**config.mk**
```make
export PLATFORM = sky130hd
export DESIGN_NAME = dma_xfer_channel
export DESIGN_NICKNAME = d
export VERILOG_FILES = /design/src/rtl/dma_chan_pkg.sv /design/src/rtl/dma_addr_gen.sv /design/src/rtl/dma_crc32_acc.sv /design/src/rtl/dma_chan_ctrl.sv /design/src/rtl/dma_xfer_channel.sv
export SDC_FILE = /design/constraint.sdc
export NUM_CORES = 1
export LEC_CHECK = 0
export BUFFER_PORTS_ARGS = -buffer_cell sky130_fd_sc_hd__buf_4
export CAP_MARGIN = 30
export CELL_PAD_IN_SITES_DETAIL_PLACEMENT = 0
export CELL_PAD_IN_SITES_GLOBAL_PLACEMENT = 2
export CORE_MARGIN = 5
export CORE_UTILIZATION = 25
export CTS_CLUSTER_DIAMETER = 100
export CTS_CLUSTER_SIZE = 28
export DETAILED_ROUTE_END_ITERATION = 7
export PLACE_DENSITY = 0.83
export SLEW_MARGIN = 20
export SYNTH_ARGS = -nofsm -noshare
export SYNTH_HDL_FRONTEND = slang
export SYNTH_HIERARCHICAL = 1
export SYNTH_SLANG_ARGS = --single-unit
```
**constraint.sdc**
```tcl
create_clock -name clk -period 12.2 [get_ports clk]
set_clock_uncertainty 0.2 [all_clocks]
set_input_delay 1.83 -clock clk [delete_from_list [all_inputs] [get_ports clk]]
set_output_delay 1.83 -clock clk [all_outputs]
set_load 0.03 [all_outputs]
```
**src/rtl/dma_chan_pkg.sv**
```systemverilog
package dma_chan_pkg;

  typedef enum logic [1:0] {
    ST_IDLE  = 2'd0,
    ST_READ  = 2'd1,
    ST_WRITE = 2'd2
  } xfer_state_t;

  localparam logic [31:0] CRC_POLY_R = 32'hEDB8_8320;
  localparam logic [31:0] CRC_SEED   = 32'hFFFF_FFFF;

  // packet size code to byte count
  function automatic logic [2:0] pkt_bytes(input logic [1:0] sel);
    case (sel)
      2'd0:    pkt_bytes = 3'd1;
      2'd1:    pkt_bytes = 3'd2;
      default: pkt_bytes = 3'd4;
    endcase
  endfunction

  // normalised size code reported on the bus
  function automatic logic [1:0] size_code(input logic [1:0] sel);
    size_code = (sel == 2'd3) ? 2'd2 : sel;
  endfunction

  function automatic logic [31:0] crc_byte(input logic [31:0] c_in, input logic [7:0] b);
    logic [31:0] c;
    c = c_in ^ {24'd0, b};
    for (int k = 0; k < 8; k++) begin
      c = c[0] ? ((c >> 1) ^ CRC_POLY_R) : (c >> 1);
    end
    crc_byte = c;
  endfunction

  function automatic logic [31:0] crc_packet(input logic [31:0] c_in, input logic [31:0] data,
                                             input logic [2:0] nbytes);
    logic [31:0] c;
    c = c_in;
    for (int i = 0; i < 4; i++) begin
      if (3'(i) < nbytes) c = crc_byte(c, data[8*i +: 8]);
    end
    crc_packet = c;
  endfunction

endpackage

```
**src/rtl/dma_addr_gen.sv**
```systemverilog
module dma_addr_gen
  import dma_chan_pkg::*;
#(
  parameter int ADDR_W = 32
) (
  input  logic              clk,
  input  logic              rst_n,
  input  logic              load,
  input  logic [ADDR_W-1:0] start_addr,
  input  logic              advance,
  input  logic [2:0]        step,
  input  logic [ADDR_W-1:0] end_addr,
  output logic [ADDR_W-1:0] addr,
  output logic              at_end
);
  always_ff @(posedge clk or negedge rst_n) begin
    if (!rst_n) begin
      addr <= '0;
    end else if (load) begin
      addr <= start_addr;
    end else if (advance) begin
      addr <= addr + ADDR_W'(step);
    end
  end

  assign at_end = (addr >= end_addr);
endmodule

```
**src/rtl/dma_crc32_acc.sv**
```systemverilog
module dma_crc32_acc
  import dma_chan_pkg::*;
(
  input  logic        clk,
  input  logic        rst_n,
  input  logic        init,
  input  logic        update,
  input  logic [31:0] data,
  input  logic [2:0]  nbytes,
  output logic [31:0] crc
);
  logic [31:0] crc_next;

  always_comb crc_next = crc_packet(crc, data, nbytes);

  always_ff @(posedge clk or negedge rst_n) begin
    if (!rst_n) begin
      crc <= CRC_SEED;
    end else if (init) begin
      crc <= CRC_SEED;
    end else if (update) begin
      crc <= crc_next;
    end
  end
endmodule

```
**src/rtl/dma_chan_ctrl.sv**
```systemverilog
module dma_chan_ctrl
  import dma_chan_pkg::*;
(
  input  logic        clk,
  input  logic        rst_n,
  input  logic        go_set,
  input  logic        done_clr,
  input  logic        enable,
  input  logic        hw_mode,
  input  logic        sel_req,
  input  logic        sel_term,
  input  logic        at_end,
  input  logic        bus_ready,
  input  logic        sleep_req,
  output xfer_state_t state,
  output logic        go_bit,
  output logic        done,
  output logic        go_acc,
  output logic        stop_now,
  output logic        rd_evt,
  output logic        wr_evt,
  output logic        sleep_ack
);
  logic run, start_pkt;
  xfer_state_t state_nx;

  assign run       = go_bit & enable;
  assign go_acc    = go_set & ~go_bit;
  assign stop_now  = (state == ST_IDLE) && run && (at_end || (hw_mode && sel_term));
  assign start_pkt = (state == ST_IDLE) && run && !stop_now && (!hw_mode || sel_req);
  assign rd_evt    = (state == ST_READ)  && bus_ready;
  assign wr_evt    = (state == ST_WRITE) && bus_ready;

  always_comb begin
    state_nx = state;
    case (state)
      ST_IDLE:  if (start_pkt) state_nx = ST_READ;
      ST_READ:  if (bus_ready) state_nx = ST_WRITE;
      ST_WRITE: if (bus_ready) state_nx = ST_IDLE;
      default:  state_nx = ST_IDLE;
    endcase
  end

  always_ff @(posedge clk or negedge rst_n) begin
    if (!rst_n) begin
      state     <= ST_IDLE;
      go_bit    <= 1'b0;
      done      <= 1'b0;
      sleep_ack <= 1'b0;
    end else begin
      state <= state_nx;
      if (go_acc)        go_bit <= 1'b1;
      else if (stop_now) go_bit <= 1'b0;
      if (stop_now)                done <= 1'b1;
      else if (go_acc || done_clr) done <= 1'b0;
      sleep_ack <= sleep_req && !go_bit && !go_set && (state == ST_IDLE);
    end
  end
endmodule

```
**src/rtl/dma_xfer_channel.sv**
```systemverilog
module dma_xfer_channel
  import dma_chan_pkg::*;
#(
  parameter int DEV_W  = 7,
  parameter int ADDR_W = 32
) (
  input  logic                  clk,
  input  logic                  rst_n,
  input  logic                  ctl_enable,
  input  logic                  chan_enable,
  input  logic                  go_set,
  input  logic                  done_clr,
  input  logic [ADDR_W-1:0]     mem_start,
  input  logic [ADDR_W-1:0]     mem_end,
  input  logic [ADDR_W-1:0]     dev_addr,
  input  logic                  to_memory,
  input  logic [1:0]            pkt_sel,
  input  logic                  hw_paced,
  input  logic [DEV_W-1:0]      dev_id,
  input  logic                  crc_enable,
  input  logic [(1<<DEV_W)-1:0] dev_req,
  input  logic [(1<<DEV_W)-1:0] dev_term,
  input  logic                  sleep_req,
  output logic                  bus_req,
  output logic                  bus_we,
  output logic [ADDR_W-1:0]     bus_addr,
  output logic [1:0]            bus_size,
  output logic [31:0]           bus_wdata,
  input  logic [31:0]           bus_rdata,
  input  logic                  bus_ready,
  output logic                  go_bit,
  output logic                  done_irq,
  output logic                  sleep_ack,
  output logic [31:0]           crc_out
);
  localparam int NDEV = 1 << DEV_W;

  xfer_state_t       state;
  logic              go_acc, stop_now, rd_evt, wr_evt, done;
  logic              sel_req, sel_term, at_end;
  logic [2:0]        step;
  logic [ADDR_W-1:0] mem_addr, src_addr, dst_addr;
  logic [31:0]       data_q;
  logic [NDEV-1:0]   dev_onehot;

  // one-hot device select, so only the bound peripheral reaches the channel
  genvar gi;
  generate
    for (gi = 0; gi < NDEV; gi++) begin : g_sel
      assign dev_onehot[gi] = (dev_id == DEV_W'(gi));
    end
  endgenerate

  assign sel_req  = |(dev_req  & dev_onehot);
  assign sel_term = |(dev_term & dev_onehot);
  assign step     = pkt_bytes(pkt_sel);

  dma_chan_ctrl u_ctrl (
    .clk(clk), .rst_n(rst_n), .go_set(go_set), .done_clr(done_clr),
    .enable(ctl_enable & chan_enable), .hw_mode(hw_paced),
    .sel_req(sel_req), .sel_term(sel_term), .at_end(at_end),
    .bus_ready(bus_ready), .sleep_req(sleep_req), .state(state),
    .go_bit(go_bit), .done(done), .go_acc(go_acc), .stop_now(stop_now),
    .rd_evt(rd_evt), .wr_evt(wr_evt), .sleep_ack(sleep_ack)
  );

  dma_addr_gen #(.ADDR_W(ADDR_W)) u_addr (
    .clk(clk), .rst_n(rst_n), .load(go_acc), .start_addr(mem_start),
    .advance(wr_evt), .step(step), .end_addr(mem_end),
    .addr(mem_addr), .at_end(at_end)
  );

  dma_crc32_acc u_crc (
    .clk(clk), .rst_n(rst_n), .init(go_acc), .update(wr_evt & crc_enable),
    .data(data_q), .nbytes(step), .crc(crc_out)
  );

  always_ff @(posedge clk or negedge rst_n) begin
    if (!rst_n)      data_q <= '0;
    else if (rd_evt) data_q <= bus_rdata;
  end

  assign src_addr  = to_memory ? dev_addr : mem_addr;
  assign dst_addr  = to_memory ? mem_addr : dev_addr;
  assign bus_req   = (state != ST_IDLE);
  assign bus_we    = (state == ST_WRITE);
  assign bus_addr  = (state == ST_WRITE) ? dst_addr : src_addr;
  assign bus_size  = size_code(pkt_sel);
  assign bus_wdata = data_q;
  assign done_irq  = done;
endmodule

```
==> flow_metrics.env, run 1 <==
export IMPL_cp_start_kind="input port"
export IMPL_reg2reg_slack_ns=5.79
export IMPL_htreeDepth=3
export IMPL_die_h_um=241
export IMPL_min_delay_worst_endpoint="u_ctrl/done"
export IMPL_vias_per_cell=5.26
export IMPL_worst_slew_pin_slew_ns=1.04
export IMPL_antenna_found_initial=10
export IMPL_rows=84
export IMPL_vias=13814
export IMPL_place_congestion=0.940
export IMPL_final_cell_mix="537 x buf_4, 171 x xnor2_1, 119 x nand2_1"
export IMPL_die_w_um=241
export IMPL_wire_per_inst_um=27.7
export IMPL_grt_pass1_wl_um=102000
export IMPL_start_util_pct=25.3
export IMPL_root_buffer="clkbuf_16"
export IMPL_r2r_start="u_crc/crc[1]"
export IMPL_areaGrowthSynthToFinish_pct=36.1
export IMPL_tns_ns=0
export IMPL_antenna_left=0
export IMPL_routed_wl_um=72800
export IMPL_syn_avg_cell_area_um2=9.02
export IMPL_insertion_delay_ns=0.39
export IMPL_status="finished clean"
export IMPL_endpoint_kind="register"
export IMPL_ys_warnings_count=6
export IMPL_port_buffers=506
export IMPL_drc_errors=0
export IMPL_fill_cells=5539
export IMPL_grt_max_degree=66
export IMPL_hold_depth=2
export IMPL_min_path_type="register to register"
export IMPL_final_common_cell="buf_4"
export IMPL_fin_crit_ns=8.17
export IMPL_syn_nets=1914
export IMPL_hpwl_um=59400
export IMPL_critPathRequiredTime_ns=12.29
export IMPL_slew_headroom_pct=30.0
export IMPL_r2r_end="u_crc/crc[18]"
export IMPL_setup_violations=0
export IMPL_clock_sinks=101
export IMPL_post_cts_setup_buffer_count=0
export IMPL_clockBufferDepth=2
export IMPL_drv_cap=0
export IMPL_clk_pin_slew_ns=0.09
export IMPL_arrival_ns=8.26
export IMPL_overflow=0
export IMPL_worstRegToRegCells=14
export IMPL_min_from="u_ctrl/done"
export IMPL_cp_max_fo=31
export IMPL_cts_made_buffers=9
export IMPL_die_area_um2=57900
export IMPL_grt_use_total_pct=24.1
export IMPL_path_class="input port to register"
export IMPL_first_global_vias=14071
export IMPL_final_nets=2368
export IMPL_period_share_pct=67.0
export IMPL_cts_tree="done"
export IMPL_coreArea_um2=52700
export IMPL_slew_violations=0
export IMPL_io_pins=507
export IMPL_firstDrtPassIters=7
export IMPL_synth_cells=1474
export IMPL_fmax_mhz=122
export IMPL_hold_viol=0
export IMPL_cts_resized=0
export IMPL_rsz0062_at_grt="no"
export IMPL_syn_area_um2=13300
export IMPL_drive_above_1_share_pct=37.9
export IMPL_drt_initial_drc_count=1174
export IMPL_hold_buffers=0
[layout make-up]
class	instances	area (um2)	area share (%)
Antenna cell	3	7.51	0.0415
Inverter	47	176	0.975
Timing Repair Buffer	538	4040	22.3
Clock buffer	10	229	1.27
Sequential cell	101	2570	14.2
Clock inverter	6	53.8	0.297
Tap cell	688	861	4.76
Multi-Input combinational cell	1231	10200	56.2
[critical path, stage by stage]
cell and delay [ns]:
buf_4 0.24, nor2b_1 0.71, or3_1 0.20, buf_4 0.38, mux2i_1 0.43, xor2_2 0.47, xor2_1 0.16, xnor2_1 0.49
a21oi_1 0.08, nand4b_1 0.61, xor2_1 0.34, o21ai_0 0.46, xor2_1 0.56, xnor2_1 0.34, xor2_2 0.29, xor2_1 0.32
xor2_1 0.18, o221ai_1 0.15
[through the flow]
step | area, um2 | instances | utilization, % | hold WS (ns) | setup WS [ns]
after global routing | 18100 | 2623 | 34.4 | 0.408 | 3.67
after global placement | 17800 | 2603 | 33.8 | 0.341 | 3.92
final | 18100 | 2624 | 34.4 | 0.360 | 4.03
after detailed placement | 17800 | 2604 | 33.8 | 0.349 | 3.74
after floorplan | 13300 | 1474 | - | 0.358 | 5.56
after CTS | 18100 | 2620 | 34.3 | 0.366 | 4.18
[registers in the layout, indices dropped and copies added (netlist names)]
signal	cells
u_ctrl/go_bit	1
u_ctrl/done	1
u_crc/crc	32
u_addr/addr	32
u_ctrl/state	2
u_ctrl/sleep_ack	1
bus_wdata	32
[worst max-delay path by stage]
stage	start	end	slack, ns
4_1_cts	pkt_sel[1]	u_crc/crc[18]	4.18
3_5_place_dp	pkt_sel[1]	u_crc/crc[18]	3.74
2_1_floorplan	pkt_sel[0]	u_crc/crc[24]	5.56
5_1_grt	pkt_sel[1]	u_crc/crc[18]	3.67
6_report	pkt_sel[1]	u_crc/crc[18]	4.03
3_3_place_gp	pkt_sel[1]	u_crc/crc[18]	3.92
[per-layer routing]
metal | GRT usage [%] | wire length (um)
met1 | 31.9 | 30200
met2 | 37.8 | 33200
met3 | 7.42 | 6810
met4 | 7.81 | 2380
met5 | 0 | 117
Power of run 1 is left out: the tool's default activity adds up to more than one toggle a clock period on the data nets, which glitch-free logic cannot reach.
==> run 2, diff against run 1 <==
==> constraint.sdc (replaced) <==
create_clock -name clk -period 8.5 [get_ports clk]
set_clock_uncertainty 0.2 [all_clocks]
set_input_delay 1.275 -clock clk [delete_from_list [all_inputs] [get_ports clk]]
set_output_delay 1.275 -clock clk [all_outputs]
set_load 0.03 [all_outputs]
==> run 2 against run 1 <==
  * Setup slack lost 2.4 ns
  * First-iteration DRC count increased by 20%
  * Flip-flop and latch count did not move
  * Critical path depth is the same
  * Count of clock-buffer cells in the layout fell by 1
  * Final cell count is 0.19% higher
  * Critical path type unchanged
==> flow_metrics.env, run 2 (synthesis gave the netlist of run 1 again) <==
export IMPL_cts_made_buffers=9
export IMPL_worstRegToRegCells=15
export IMPL_tns_ns=0
export IMPL_cp_depth=18
export IMPL_grt_max_degree=71
export IMPL_hold_depth=2
export IMPL_setup_slack_ns=1.64
export IMPL_cp_max_fo=31
export IMPL_critPathRequiredTime_ns=8.62
export IMPL_cp_buffers_inverters=3
export IMPL_coreArea_um2=52700
export IMPL_final_common_cell="buf_4"
export IMPL_insertion_delay_ns=0.40
export IMPL_routed_wl_um=70800
export IMPL_areaGrowthSynthToFinish_pct=37.0
export IMPL_arrival_ns=6.97
export IMPL_die_w_um=241
export IMPL_drv_cap=0
export IMPL_firstDrtPassIters=6
export IMPL_htreeDepth=3
export IMPL_hold_viol=0
export IMPL_slew_violations=0
export IMPL_port_buffers=506
export IMPL_first_global_vias=14043
export IMPL_overflow=0
export IMPL_final_nets=2373
export IMPL_clockBufferDepth=2
export IMPL_clock_sinks=101
export IMPL_path_delay_family="XOR/XNOR gates"
export IMPL_rsz0062_at_grt="no"
export IMPL_status="finished clean"
export IMPL_drt_initial_drc_count=1404
export IMPL_cts_resized=0
export IMPL_cts_tree="done"
export IMPL_vias=13875
export IMPL_cp_start_kind="input port"
export IMPL_cp_slowest_stage_delay_ns=0.49
export IMPL_grt_pass1_wl_um=99900
export IMPL_post_cts_setup_buffer_count=0
export IMPL_rows=84
export IMPL_path_cells="buf_4 -> nor2_2 -> buf_4 -> or3_1 -> buf_4 -> mux2i_1 -> xor2_1 -> xor3_1 -> xnor3_2 -> o21a_4 -> xnor2_4 -> xnor3_1 -> mux2i_1 -> xor2_2 -> xor3_2 -> xor2_1 -> a21oi_1 -> o21ai_0"
export IMPL_root_buffer="clkbuf_16"
export IMPL_hpwl_um=58200
export IMPL_final_cell_mix="539 x buf_4, 171 x xnor2_1, 119 x nand2_1"
export IMPL_antenna_found_initial=11
export IMPL_endpoint_kind="register"
export IMPL_drc_errors=0
export IMPL_path_class="input port to register"
export IMPL_fmax_mhz=146
export IMPL_fill_cells=5479
export IMPL_io_pins=507
export IMPL_die_h_um=241
export IMPL_hold_buffers=0
export IMPL_die_area_um2=57900
export IMPL_fin_util_pct=34.6
export IMPL_fin_crit_ns=6.86
export IMPL_place_ws_ns=1.30
export IMPL_place_congestion=0.965
export IMPL_clk_pin_slew_ns=0.10
export IMPL_start_util_pct=25.3
export IMPL_period_share_pct=80.7
export IMPL_crit_slowest_cell="xor3_2"
export IMPL_min_path_type="register to register"
export IMPL_cp_common_cell="buf_4"
export IMPL_setup_violations=0
export IMPL_worst_slew_pin_slew_ns=1.25
export IMPL_wire_per_inst_um=26.9
export IMPL_drive_above_1_share_pct=38.1
export IMPL_antenna_left=0
export IMPL_slew_headroom_pct=15.6
export IMPL_vias_per_cell=5.28
export IMPL_grt_use_total_pct=23.4
run 2: worst reg2reg max path, stage by stage, from the launching register on:
cell,delay (ns)
dfstp_2,0.72
xor2_4,0.35
xnor3_1,0.51
xnor2_1,0.40
mux2i_2,0.20
xnor2_4,0.41
xnor3_1,0.50
a21oi_2,0.30
xnor2_2,0.28
xnor3_1,0.41
mux2i_1,0.34
xor2_2,0.48
xor3_2,0.49
xor2_1,0.25
a21oi_1,0.10
o21ai_0,0.18
run 2: layout make-up:
class | count | area (um2) | share of cell area [%]
multi-input cells | 1231 | 10200 | 55.9
repair buffers | 543 | 4110 | 22.6
flip-flops and latches | 101 | 2570 | 14.1
well taps | 688 | 861 | 4.72
clock buffers | 9 | 225 | 1.24
inverters | 47 | 176 | 0.968
clock inverters | 7 | 91.3 | 0.501
diodes | 3 | 7.51 | 0.0412
run 2: per-layer routing:
layer	wire length [um]	track usage, %	up-vias	share of wire, %
met5	103	0	-	0.15
met1	30000	31.5	6861	42
met4	1170	4.47	14	1.7
met3	6170	6.14	72	8.7
met2	33300	38.4	674	47
li1	-	-	6254	-
run 2: worst paths after layout:
check / start / to / slack, ns
worst max-delay path: pkt_sel[1] / u_crc/crc[29] / 1.64
worst min-delay path: u_ctrl/done / u_ctrl/done / 0.37
min in group asynchronous: rst_n / bus_wdata[21] / 0.63
worst min register to register: u_ctrl/done / u_ctrl/done / 0.37
worst max register to register: u_crc/crc[1] / u_crc/crc[29] / 2.29
max in group asynchronous: rst_n / u_crc/crc[15] / 6.33
run 2: stage by stage:
step	hold slack, ns	instance area (um2)	cells
5_1_grt	0.393	18200	2627
3_3_place_gp	0.341	17800	2606
3_5_place_dp	0.343	17800	2607
4_1_cts	0.381	18100	2623
6_report	0.369	18200	2629
2_1_floorplan	0.358	13300	1474
Power of run 2 is left out for the same reason.
==> run 3, diff against run 2 <==
==> constraint.sdc (replaced) <==
create_clock -name clk -period 6.93 [get_ports clk]
set_clock_uncertainty 0.2 [all_clocks]
set_input_delay 1.0395 -clock clk [delete_from_list [all_inputs] [get_ports clk]]
set_output_delay 1.0395 -clock clk [all_outputs]
set_load 0.03 [all_outputs]
==> run 3 against run 2 <==
  * Via count fell by 0.38%
  * Worst hold slack improved by 0.040 ns
  * Largest cell class unchanged
  * Critical endpoint unchanged
  * Core utilization barely moved
  * Global-route usage increased by 0.36 points
==> flow_metrics.env, run 3 (synthesis gave the netlist of run 1 again) <==
export IMPL_status="finished clean"
export IMPL_grt_max_degree=67
export IMPL_path_class="input port to register"
export IMPL_io_pins=507
export IMPL_fmax_mhz=167
export IMPL_routed_wl_um=71600
export IMPL_critPathRequiredTime_ns=7.04
export IMPL_crit_slowest_cell="xor3_2"
export IMPL_final_nets=2379
export IMPL_clock_sinks=101
export IMPL_drt_initial_drc_count=1262
export IMPL_maxUsedRoutingLayer="met5"
export IMPL_path_cells="buf_4 -> nor2b_1 -> or3_1 -> buf_4 -> mux2i_1 -> xor2_1 -> xor3_1 -> xnor3_2 -> o21a_4 -> xnor2_4 -> xnor3_1 -> mux2i_1 -> xor2_2 -> xor3_2 -> xor2_1 -> a21oi_1 -> o21ai_0"
export IMPL_hold_viol=0
export IMPL_drv_cap=0
export IMPL_slew_violations=0
export IMPL_cp_buffers_inverters=2
export IMPL_coreArea_um2=52700
export IMPL_grt_use_total_pct=23.8
export IMPL_antenna_left=0
export IMPL_fin_crit_ns=6.00
export IMPL_rsz0062_at_grt="no"
export IMPL_cts_resized=0
export IMPL_place_congestion=0.959
export IMPL_post_cts_setup_buffer_count=0
export IMPL_dr_wl_met3_um=5720
export IMPL_final_cell_mix="547 x buf_4, 171 x xnor2_1, 119 x nand2_1"
export IMPL_endpoint_kind="register"
export IMPL_min_path_type="register to register"
export IMPL_period_share_pct=86.6
export IMPL_die_w_um=241
export IMPL_first_global_vias=14058
export IMPL_root_buffer="clkbuf_16"
export IMPL_wire_per_inst_um=27.2
export IMPL_drive_above_1_share_pct=38.2
export IMPL_placed_area_um2=17900
export IMPL_final_common_cell="buf_4"
export IMPL_cp_start_kind="input port"
export IMPL_cp_max_fo=26
export IMPL_vias=13822
export IMPL_worst_slew_pin_slew_ns=0.989
export IMPL_place_ws_ns=0.572
export IMPL_clk_pin_slew_ns=0.08
export IMPL_cp_slowest_stage_delay_ns=0.48
export IMPL_setup_violations=0
export IMPL_antenna_found_initial=9
export IMPL_finalInstanceArea_um2=18200
export IMPL_insertion_delay_ns=0.39
export IMPL_overflow=0
export IMPL_htreeDepth=3
export IMPL_tns_ns=0
export IMPL_rows=84
export IMPL_drc_errors=0
export IMPL_hpwl_um=58800
export IMPL_cts_made_buffers=9
export IMPL_wl_met1_um=30800
export IMPL_firstDrtPassIters=5
export IMPL_areaGrowthSynthToFinish_pct=36.9
export IMPL_cts_tree="done"
export IMPL_clockBufferDepth=2
export IMPL_start_util_pct=25.3
export IMPL_arrival_ns=6.11
export IMPL_path_delay_family="XOR/XNOR gates"
export IMPL_vias_per_cell=5.25
export IMPL_port_buffers=506
export IMPL_die_area_um2=57900
export IMPL_slew_headroom_pct=34.0
export IMPL_grt_pass1_wl_um=101000
export IMPL_die_h_um=241
export IMPL_reg2reg_slack_ns=0.99
export IMPL_wl_met2_um=33500
export IMPL_setup_slack_ns=0.926
export IMPL_hold_buffers=0
[run 3: metrics by stage]
step                utilization, %  hold WS [ns]  instances
floorplan                        -         0.358       1474
global route                  34.6         0.431       2631
global placement              33.9         0.399       2612
detailed placement            33.9         0.402       2614
CTS                           34.5         0.412       2629
finish                        34.6         0.409       2632
[run 3: metal layers]
layer	vias to the layer above	GRT usage [%]
met5	-	0
met4	10	5.16
met3	78	5.75
met2	630	39.0
met1	6840	32.0
li1	6264	-
[run 3: worst paths after layout]
kind                               from            end  depth (start not counted)
max                          pkt_sel[1]  u_crc/crc[29]                         17
min                         u_ctrl/done    u_ctrl/done                          2
max reg2reg                u_crc/crc[0]  u_crc/crc[29]                         15
min reg2reg                 u_ctrl/done    u_ctrl/done                          2
max in group asynchronous         rst_n  u_crc/crc[21]                          3
min in group asynchronous         rst_n  bus_wdata[16]                          1
[run 3: layout make-up]
cell class | count | area, um2
diodes | 1 | 2.50
clock buffers | 10 | 239
clock inverters | 5 | 60.1
fillers | 5522 | 34500
inverters | 47 | 176
multi-input cells | 1231 | 10200
flip-flops and latches | 101 | 2570
well taps | 688 | 861
repair buffers | 549 | 4130
[run 3: worst reg2reg max path, stage by stage (launching register included)]
cell and delay, ns:
dfstp_2 0.70, xnor2_4 0.20, xnor2_2 0.51, xnor3_1 0.45, mux2i_4 0.12, xnor2_2 0.41
xnor3_2 0.61, o21a_4 0.28, xnor2_4 0.23, xnor3_1 0.43, mux2i_1 0.30, xor2_2 0.45
xor3_2 0.48, xor2_1 0.23, a21oi_1 0.09, o21ai_0 0.17
Power of run 3 is left out for the same reason.
